===== src/rtl/pft_pkg.sv =====
package pft_pkg;

   typedef enum logic [1:0] {
      DEC_HOLD = 2'b00,
      DEC_UP   = 2'b01,
      DEC_DOWN = 2'b10
   } dec_e;

   typedef enum logic [1:0] {
      CLS_NONE   = 2'b00,
      CLS_BORDER = 2'b01,
      CLS_SEVERE = 2'b10
   } cls_e;

   // metric slots in the counter array
   localparam int M_USEFUL = 0;
   localparam int M_ISSUED = 1;
   localparam int M_POL    = 2;
   localparam int M_BW     = 3;
   localparam int M_BWNO   = 4;
   localparam int NUM_MET  = 5;

   // suggested threshold settings for integration
   localparam int SUGG_ACC_NUM  = 6;
   localparam int SUGG_ACC_DEN  = 10;
   localparam int SUGG_THR_POL  = 90;
   localparam int SUGG_THR_BW   = 50000;
   localparam int SUGG_THR_BWNO = 75000;

endpackage


===== src/rtl/pft_metric_cnt.sv =====
module pft_metric_cnt #(
   parameter int CNT_W = 20,
   parameter int INC_W = 4
) (
   input  logic             clk,
   input  logic             rst_n,
   input  logic             restart,
   input  logic [INC_W-1:0] inc,
   output logic [CNT_W-1:0] count
);

   localparam int SUM_W = CNT_W + 1;
   localparam logic [SUM_W-1:0] CNT_MAX = SUM_W'({CNT_W{1'b1}});

   logic [SUM_W-1:0] inc_ext;
   logic [SUM_W-1:0] sum;
   logic [CNT_W-1:0] nxt;

   assign inc_ext = SUM_W'(inc);
   assign sum     = SUM_W'(count) + inc_ext;

   always_comb begin
      if (restart)
         nxt = CNT_W'(inc_ext);
      else if (sum > CNT_MAX)
         nxt = {CNT_W{1'b1}};
      else
         nxt = sum[CNT_W-1:0];
   end

   always_ff @(posedge clk) begin
      if (!rst_n) count <= '0;
      else        count <= nxt;
   end

endmodule


===== src/rtl/pft_classifier.sv =====
module pft_classifier #(
   parameter int CNT_W = 20,
   parameter int ACC_W = 4
) (
   input  logic [CNT_W-1:0] useful,
   input  logic [CNT_W-1:0] issued,
   input  logic [CNT_W-1:0] pol,
   input  logic [CNT_W-1:0] bw,
   input  logic [CNT_W-1:0] bwno,
   input  logic [ACC_W-1:0] acc_num,
   input  logic [ACC_W-1:0] acc_den,
   input  logic [CNT_W-1:0] thr_pol,
   input  logic [CNT_W-1:0] thr_bw,
   input  logic [CNT_W-1:0] thr_bwno,
   output logic [1:0]       cls
);
   import pft_pkg::*;

   localparam int PROD_W = CNT_W + ACC_W;
   localparam int N_THR  = 3;

   logic [PROD_W-1:0] useful_scaled;
   logic [PROD_W-1:0] issued_scaled;
   logic              acc_hi;

   // cross-multiplied ratio test, no divider
   assign useful_scaled = PROD_W'(useful) * PROD_W'(acc_den);
   assign issued_scaled = PROD_W'(issued) * PROD_W'(acc_num);
   assign acc_hi        = (issued != '0) && (useful_scaled >= issued_scaled);

   logic [N_THR-1:0][CNT_W-1:0] met_arr;
   logic [N_THR-1:0][CNT_W-1:0] thr_arr;
   logic [N_THR-1:0]            hi;

   assign met_arr = {bwno, bw, pol};
   assign thr_arr = {thr_bwno, thr_bw, thr_pol};

   for (genvar g = 0; g < N_THR; g++) begin : g_cmp
      assign hi[g] = met_arr[g] >= thr_arr[g];
   end

   logic pol_hi, bw_hi, bwno_hi;
   logic severe, border;

   assign pol_hi  = hi[0];
   assign bw_hi   = hi[1];
   assign bwno_hi = hi[2];

   assign severe = (bw_hi && bwno_hi && (!acc_hi || pol_hi))
                || (!acc_hi && pol_hi && bw_hi);
   assign border = (!acc_hi && (bw_hi || pol_hi))
                || (acc_hi && bw_hi && (pol_hi || bwno_hi));

   always_comb begin
      if (severe)      cls = CLS_SEVERE;
      else if (border) cls = CLS_BORDER;
      else             cls = CLS_NONE;
   end

endmodule


===== src/rtl/pft_combine.sv =====
module pft_combine (
   input  logic [1:0] cls,
   input  logic [1:0] local_dec,
   output logic [1:0] dec
);
   import pft_pkg::*;

   logic [1:0] local_clean;

   // unused code 11 is read as hold
   assign local_clean = (local_dec == 2'b11) ? DEC_HOLD : local_dec;

   always_comb begin
      unique case (cls)
         CLS_SEVERE: dec = DEC_DOWN;
         CLS_BORDER: dec = (local_clean == DEC_UP) ? DEC_HOLD : local_clean;
         default:    dec = local_clean;
      endcase
   end

endmodule


===== src/rtl/pf_throttle_arbiter.sv =====
module pf_throttle_arbiter #(
   parameter int CNT_W    = 20,
   parameter int ACC_W    = 4,
   parameter int BW_INC_W = 4
) (
   input  logic                clk,
   input  logic                rst_n,
   input  logic                interval_end,
   input  logic [1:0]          local_dec,
   input  logic                useful_ev,
   input  logic                issued_ev,
   input  logic                pollute_ev,
   input  logic [BW_INC_W-1:0] bank_busy_inc,
   input  logic [BW_INC_W-1:0] bank_wait_inc,
   input  logic [ACC_W-1:0]    acc_num,
   input  logic [ACC_W-1:0]    acc_den,
   input  logic [CNT_W-1:0]    thr_pol,
   input  logic [CNT_W-1:0]    thr_bw,
   input  logic [CNT_W-1:0]    thr_bwno,
   output logic [1:0]          final_dec,
   output logic                dec_valid,
   output logic [1:0]          intf_class
);
   import pft_pkg::*;

   if (CNT_W < 2) begin : g_bad_cnt
      $error("pf_throttle_arbiter: CNT_W must be at least 2");
   end
   if (ACC_W < 2) begin : g_bad_acc
      $error("pf_throttle_arbiter: ACC_W must be at least 2");
   end
   if (BW_INC_W > CNT_W) begin : g_bad_inc
      $error("pf_throttle_arbiter: BW_INC_W must not exceed CNT_W");
   end

   logic [NUM_MET-1:0][BW_INC_W-1:0] inc_vec;
   logic [NUM_MET-1:0][CNT_W-1:0]    cnt_vec;

   assign inc_vec[M_USEFUL] = BW_INC_W'(useful_ev);
   assign inc_vec[M_ISSUED] = BW_INC_W'(issued_ev);
   assign inc_vec[M_POL]    = BW_INC_W'(pollute_ev);
   assign inc_vec[M_BW]     = bank_busy_inc;
   assign inc_vec[M_BWNO]   = bank_wait_inc;

   for (genvar g = 0; g < NUM_MET; g++) begin : g_met
      pft_metric_cnt #(
         .CNT_W (CNT_W),
         .INC_W (BW_INC_W)
      ) u_cnt (
         .clk     (clk),
         .rst_n   (rst_n),
         .restart (interval_end),
         .inc     (inc_vec[g]),
         .count   (cnt_vec[g])
      );
   end

   logic [1:0] cls_now;
   logic [1:0] dec_now;

   pft_classifier #(
      .CNT_W (CNT_W),
      .ACC_W (ACC_W)
   ) u_cls (
      .useful   (cnt_vec[M_USEFUL]),
      .issued   (cnt_vec[M_ISSUED]),
      .pol      (cnt_vec[M_POL]),
      .bw       (cnt_vec[M_BW]),
      .bwno     (cnt_vec[M_BWNO]),
      .acc_num  (acc_num),
      .acc_den  (acc_den),
      .thr_pol  (thr_pol),
      .thr_bw   (thr_bw),
      .thr_bwno (thr_bwno),
      .cls      (cls_now)
   );

   pft_combine u_comb (
      .cls       (cls_now),
      .local_dec (local_dec),
      .dec       (dec_now)
   );

   always_ff @(posedge clk) begin
      if (!rst_n) begin
         final_dec  <= DEC_HOLD;
         intf_class <= CLS_NONE;
         dec_valid  <= 1'b0;
      end else begin
         dec_valid <= interval_end;
         if (interval_end) begin
            final_dec  <= dec_now;
            intf_class <= cls_now;
         end
      end
   end

endmodule


===== config.mk =====
export PLATFORM = sky130hd
export DESIGN_NAME = pf_throttle_arbiter
export DESIGN_NICKNAME = d
export VERILOG_FILES = /design/src/rtl/pft_pkg.sv /design/src/rtl/pft_metric_cnt.sv /design/src/rtl/pft_classifier.sv /design/src/rtl/pft_combine.sv /design/src/rtl/pf_throttle_arbiter.sv
export SDC_FILE = /design/constraint.sdc
export NUM_CORES = 1
export LEC_CHECK = 0
export BUFFER_PORTS_ARGS = -buffer_cell sky130_fd_sc_hd__buf_2
export CAP_MARGIN = 40
export CORE_UTILIZATION = 52
export CTS_CLUSTER_SIZE = 28
export DETAILED_ROUTE_END_ITERATION = 6
export PLACE_DENSITY = 0.74
export SLEW_MARGIN = 20
export SYNTH_ARGS = -nofsm -noshare
export SYNTH_HDL_FRONTEND = slang
export SYNTH_SLANG_ARGS = --single-unit

===== constraint.sdc =====
create_clock -name clk -period 7.6 [get_ports clk]
set_input_delay 1.52 -clock clk [delete_from_list [all_inputs] [get_ports clk]]
set_output_delay 1.52 -clock clk [all_outputs]
set_load 0.02 [all_outputs]

After elaboration in Yosys (flattened, before gate mapping)
Cells that the tools add are included.
W data, S select, Z words.
{ "word_totals": {"register_bits": 105, "in_bits": 84, "output_inout_bits": 5, "wordCells": 65} }
{ "classes": {"add_sub_neg": 5, "multipliers": 2, "order_cmp": 9, "eq_ne": 4, "muxes": 15, "bitwise": 1, "reduce_logical": 16} }
{ "ops": {"columns": ["op", "n"], "rows": [
  ["$gt A21 B20 Y1 const B", 5],
  ["$mux W20", 5],
  ["$add A20 B1 Y21", 3],
  ["$ge A20 B20 Y1", 3],
  ["$mul A20 B4 Y24", 2],
  ["$add A20 B4 Y21", 2],
  ["$ge A24 B24 Y1", 1],
  ["$reduce_bool A20 Y1", 1],
  ["$logic_and A1 B1 Y1", 8],
  ["$mux W4", 2],
  ["$mux W2", 3],
  ["$logic_or A1 B1 Y1", 5],
  ["$eq A2 B1 Y1 const B", 2],
  ["$eq A2 B2 Y1 const B", 2],
  ["$mux W1", 4],
  ["$pmux W2 S2", 1],
  ["$reduce_or A2 Y1", 1],
  ["$logic_not A1 Y1", 1],
  ["$not A1 Y1", 1]
]} }

Depth between registers and ports, before layout
{ "depth": {"word_depth": 10, "mapped_depth": 24, "depth_no_buf": 23} }

Hierarchy
From an unflattened synthesis, not the netlist that was laid out.
{ "unflattened": {"cells_unflattened": 1521, "area_unflattened_um2": 12799.8} }
{ "by_module_without_submodules": {"columns": ["module", "instances", "cells_per_inst", "area_each_um2", "seq_area_each_um2"], "rows": [
  ["pft_classifier", 1, 931, 6984.2, 0.0],
  ["pft_metric_cnt", 5, 113, 1113.6, 400.4],
  ["pf_throttle_arbiter", 1, 16, 187.7, 100.1],
  ["pft_combine", 1, 9, 60.1, 0.0]
]} }

Worst setup path after synthesis
Ideal clock, no wire load.
{ "synth_path": {"path_type": "input-to-reg", "start": "input port acc_den[3]", "end": "register final_dec[1]", "setup_ps": 120, "arrival_ps": 6699, "required_time_ps": 7480, "slack_ps": 781, "cell_stages": 24, "n_path_buf": 1, "cell_sequence": "clkbuf_1 and2_1 fa_1 inv_1 fa_1 inv_1 ha_1 nor2b_4 o31a_1 o41ai_2 a21oi_2 o41a_1 a41oi_2 a311o_1 xnor2_1 ha_1 nand4_1 or4_1 nor4_1 a21boi_1 o22a_2 a21oi_1 o21ai_1 nand2_1"} }
{ "synth_between": {"elab_chain_len": 10, "elab_cells_between_ends": 18, "classes_between": "1 x mul; 1 x order compare; 2 x eq/ne; 3 x mux; 11 x reduce/logical"} }
{ "synth_lines": {"columns": ["element", "line_no", "text"], "rows": [
  ["start: declaration", "pf_throttle_arbiter.sv:16", "input logic [ACC_W-1:0] acc_den,"],
  ["$mul A20 B4 Y24 (*)", "pft_classifier.sv:27", "assign useful_scaled = PROD_W'(useful) * PROD_W'(acc_den);"],
  ["$ge A24 B24 Y1 (*)", "pft_classifier.sv:29", "assign acc_hi = (issued != '0) && (useful_scaled >= issued_scaled);"],
  ["$logic_and A1 B1 Y1 (*)", "pft_classifier.sv:29", null],
  ["$logic_not A1 Y1 / $logic_and A1 B1 Y1 (equally long branches)", null, null],
  ["$logic_and A1 B1 Y1 (tied with other cells)", "pft_classifier.sv:51", "assign border = (!acc_hi && (bw_hi || pol_hi))"],
  ["$logic_or A1 B1 Y1 (tied with other cells)", "pft_classifier.sv:52", "|| (acc_hi && bw_hi && (pol_hi || bwno_hi));"],
  ["$mux W1 / $logic_or A1 B1 Y1 (equally long branches)", "pft_classifier.sv:56, pft_classifier.sv:50", null],
  ["$mux W2 (*)", "pft_classifier.sv:55", "if (severe) cls = CLS_SEVERE;"],
  ["$eq A2 B1 Y1 / $eq A2 B2 Y1 (equally long branches)", "pft_combine.sv:14", "unique case (cls)"],
  ["$pmux W2 S2 (*)", "pft_combine.sv:14", null],
  ["end signal: assignment", "pf_throttle_arbiter.sv:92", "final_dec <= dec_now;"],
  ["end: declaration", "pf_throttle_arbiter.sv:20", "output logic [1:0] final_dec,"]
]} }
Every way passes the cells marked *; elsewhere a longest branch is shown, timed or not.
A chain may end at the register's enable or synchronous reset.

Final worst setup path
{ "layout_path": {"start": "input port acc_num[3]", "end": "register final_dec[1]"} }
{ "layout_between": {"elab_chain_len": 10, "elab_cells_between_ends": 18, "classes_between": "1 x mul; 1 x order compare; 2 x eq/ne; 3 x mux; 11 x reduce/logical"} }
{ "layout_lines": {"columns": ["element", "line_no", "text"], "rows": [
  ["start: declaration", "pf_throttle_arbiter.sv:15", "input logic [ACC_W-1:0] acc_num,"],
  ["$mul A20 B4 Y24 (*)", "pft_classifier.sv:28", "assign issued_scaled = PROD_W'(issued) * PROD_W'(acc_num);"],
  ["$ge A24 B24 Y1 (*)", "pft_classifier.sv:29", null],
  ["$logic_and A1 B1 Y1 (*)", "pft_classifier.sv:29", null],
  ["$logic_not A1 Y1 / $logic_and A1 B1 Y1 (equally long branches)", null, null],
  ["$logic_and A1 B1 Y1 (tied with other cells)", "pft_classifier.sv:51", null],
  ["$logic_or A1 B1 Y1 (tied with other cells)", "pft_classifier.sv:52", null],
  ["$mux W1 / $logic_or A1 B1 Y1 (equally long branches)", "pft_classifier.sv:56, pft_classifier.sv:50", null],
  ["$mux W2 (*)", "pft_classifier.sv:55", null],
  ["$eq A2 B1 Y1 / $eq A2 B2 Y1 (equally long branches)", "pft_combine.sv:14", null],
  ["$pmux W2 S2 (*)", "pft_combine.sv:14", null]
]} }
Marks and branches as above.

==> key figures <==
Outcome
  – Status: finished, final reports clean

Yosys
  – Synth area leaders: dfxtp_1 18%, ha_1 16%, fa_1 13%
  – Post-synth top cells: 228 x inv_1, 154 x ha_1, 140 x a21oi_1
  – Syn_area_per_cell: roughly 7.9 um2
  – Top-count cell post-synth: inv_1
  – Seq/Total Area, Yosys: ~18%
  – Syn nets: approximately 1800
  – Syn Inst Count: between 1000 and 1500
  – Post-synth EDFFs: 0
  – Synth warnings: 0
  – Ys flop type: dfxtp_1
  – Synth unique cells: between 60 and 70
  – Post-Syn Area: about 12000 um2
  – Synth top area share: between 15 and 20%
  – Synth Register Bits: 105
  – Leading area contributor after synthesis: dfxtp_1
  – Asr flop ratio synth: 0%

Timing
  – Clk_skew: between 15 and 20 ps
  – Crit share post-route: ~94%
  – RSZ-0062 raised after global routing: false
  – Setup violators final: 0
  – Final hold viol count: 0
  – Least-Margin Pin Slew: between 800 and 900 ps
  – Setup ws final: about 470 ps
  – Setup_tns: 0 ps
  – Min cycle time layout: slightly above 7000 ps
  – Slew margin rel.: around 44%
  – Hold Worst Slack: roughly 480 ps
  – Slew Limit Fails: 0
  – FMAX: 140 MHz

Clocking
  – Clk buf depth: 2
  – Cts hold-fix bufs: 0
  – Setup bufs post-CTS: 0
  – Clk Latency, worst-skew pair: 370 ps
  – # clock sinks: approximately 110
  – Post-CTS Resized: 0
  – CTS root buf: clkbuf_16
  – Clk slew on worst S/H paths: roughly 80 ps
  – CTS tree: yes
  – CTS H-Tree Depth: 3
  – Total CTS buffers: 9

Placed design
  – DPL Wire Length: around 19 mm
  – Placed cells: approximately 1800
  – Pre-CTS setup slack: approximately 170 ps
  – Routability congestion estimate: 0.837
  – Buffers on Ports: between 80 and 90

Drt
  – Wire length per cell: about 14 um
  – Drt first-iter violations: 440
  – Vias: between 9000 and 10000
  – Vias per cell: between 5 and 6
  – Post-DRT Antenna Nets: 0
  – Residual DRC: 0
  – Drt total wl: 24.6 mm
  – First-pass DRT Iterations: 4

Layout
  – Share of cells above drive strength 1: between 7 and 8%
  – Post-layout net count: about 1900
  – Non-Filler Instances: 1824
  – Antenna cells: 0
  – Area Overhead vs Synth: 7.61%

Floorplanning
  – Die width: 152 um
  – Die ar.: between 20000 and 25000 um2
  – Initial Utilization: 53.4%
  – Num ports: just under 90
  – Core ar.: about 22000 um2
  – Num rows: 54
  – Chip Height: 152 um

Setup path
  – Worst endpoint required time: slightly below 8000 ps
  – WS Path Type: input pin to flip-flop
  – Most frequent CP cell: fa_1
  – Launch point of the worst path: acc_num[3]
  – Cell at the slowest stage of the critical path: or4_1
  – Buffer and inverter count on the worst path: 2
  – CP cell instances: buf_2 > nand2_1 > fa_1 > fa_1 > inv_1 > fa_1 > a211oi_1 > o21ai_1 > nand3_1 > a31oi_1 > o311ai_1 > nand2b_1 > a21oi_1 > xor2_1 > ha_1 > nand4_1 > or4_1 > nor4_1 > a21boi_1 > o22a_2 > a21oi_1 > o21ai_1 > nand2_1
  – Reg-to-Reg Start: g_met[1].u_cnt.count[0]
  – Setup crit end kind: flip-flop
  – Worst EP arrival: between 7000 and 8000 ps
  – Crit-path max FO: 20
  – Top delay family on crit path: compound AO/OA/AOI/OAI gates
  – Crit-path max cell delay: about 600 ps
  – Crit start category: input pin

Global routing
  – First-pass GRT wire length: 43.7 mm
  – Remaining global-route overflow: 0
  – Largest net degree at the start of global routing: 71
  – GRT Total Usage: between 20% and 30%
  – Vias in the first global route: around 10000
  – Antenna violations before repair: 0

Worst hold path
  – HP Start: intf_class[1]
  – Worst Hold Class: flip-flop to flip-flop

Power and ir drop
  – P_leak: ~6.4 nW
  – Worst ir drop on vdd: ~0.000095 V
  – Cell Pwr Density: approximately 94 nW/um2
  – Tot Pwr: about 0.0012 W

Job
  – Total of max-cap violations: 0
==> worst min-delay path, delay by kind of cell (launching register included) <==
family	cells	cell delay, ps
DFF	1	320
and+or+nand+nor	2	110
==> placed cells by master (no fill, tap or decap), drive strengths merged, types with 14 or more instances in the layout <==
master / synthesis / final
a21o: 38 / 38
a21oi: 141 / 141
a31oi: 14 / 14
and2: 117 / 117
and3: 22 / 22
buf: 10 / 89
dfxtp: 105 / 105
fa: 74 / 74
ha: 154 / 154
inv: 229 / 233
nand2: 117 / 117
nand3: 38 / 38
nand4: 25 / 25
nor2: 80 / 80
nor3: 21 / 21
o21ai: 47 / 47
xnor2: 57 / 57
xor2: 53 / 53
==> cells by family after synthesis <==
logic type / Yosys count / share of synthesized area, %
AND/OR/NAND/NOR: 475 / 20.8
buffers and inverters: 280 / 9.08
AO/OA/AOI/OAI: 290 / 15.0
XOR/XNOR: 110 / 8.19
multiplexers: 2 / 0.170
adder cells (fa/ha/maj): 228 / 29.0
flip-flops: 105 / 17.9
==> routing by layer <==
metal | GRT usage [%] | part of all wire, % | up-vias
met3 | 2.87 | 3.6 | 19
met5 | 0 | 0 | -
li1 | - | - | 5015
met4 | 5.58 | 1.1 | 0
met2 | 38.0 | 48 | 155
met1 | 29.4 | 47 | 4732
==> sequential cells by signal, summed over array words and instances, names as in the netlist <==
register,count
g_met.u_cnt.count,100
intf_class,2
final_dec,2
dec_valid,1
==> path summary, 6_finish.rpt <==
path                        end  slack, ps  depth (start not counted)
setup / recovery   final_dec[1]        470                         23
hold / removal    intf_class[1]        480                          2
setup reg to reg   final_dec[1]       1440                         22
hold reg to reg   intf_class[1]        480                          2
==> where the power goes <==
group | internal, W | switching, W
logic | 0.0000604 | 0.0000869
registers | 0.000558 | 0.00000814
clock network | 0.000235 | 0.000244
total | 0.000853 | 0.000339
==> metrics by stage <==
step / instance area, um2 / utilization [%]
after CTS: 12700 / 57.5
after global routing: 12700 / 57.5
final: 12700 / 57.5
after detailed placement: 12400 / 56.1
after floorplan: 11800 / -
after global placement: 12400 / 56.1
==> cell type report <==
type	count	area [um2]
clock inverter	7	78.8
inverter	229	860
clock buffer	9	225
tap	280	350
fill	2062	9360
multi-input combinational	1105	8600
sequential	105	2100
timing repair buffer	89	448
Power figures use the tool's default switching activity.
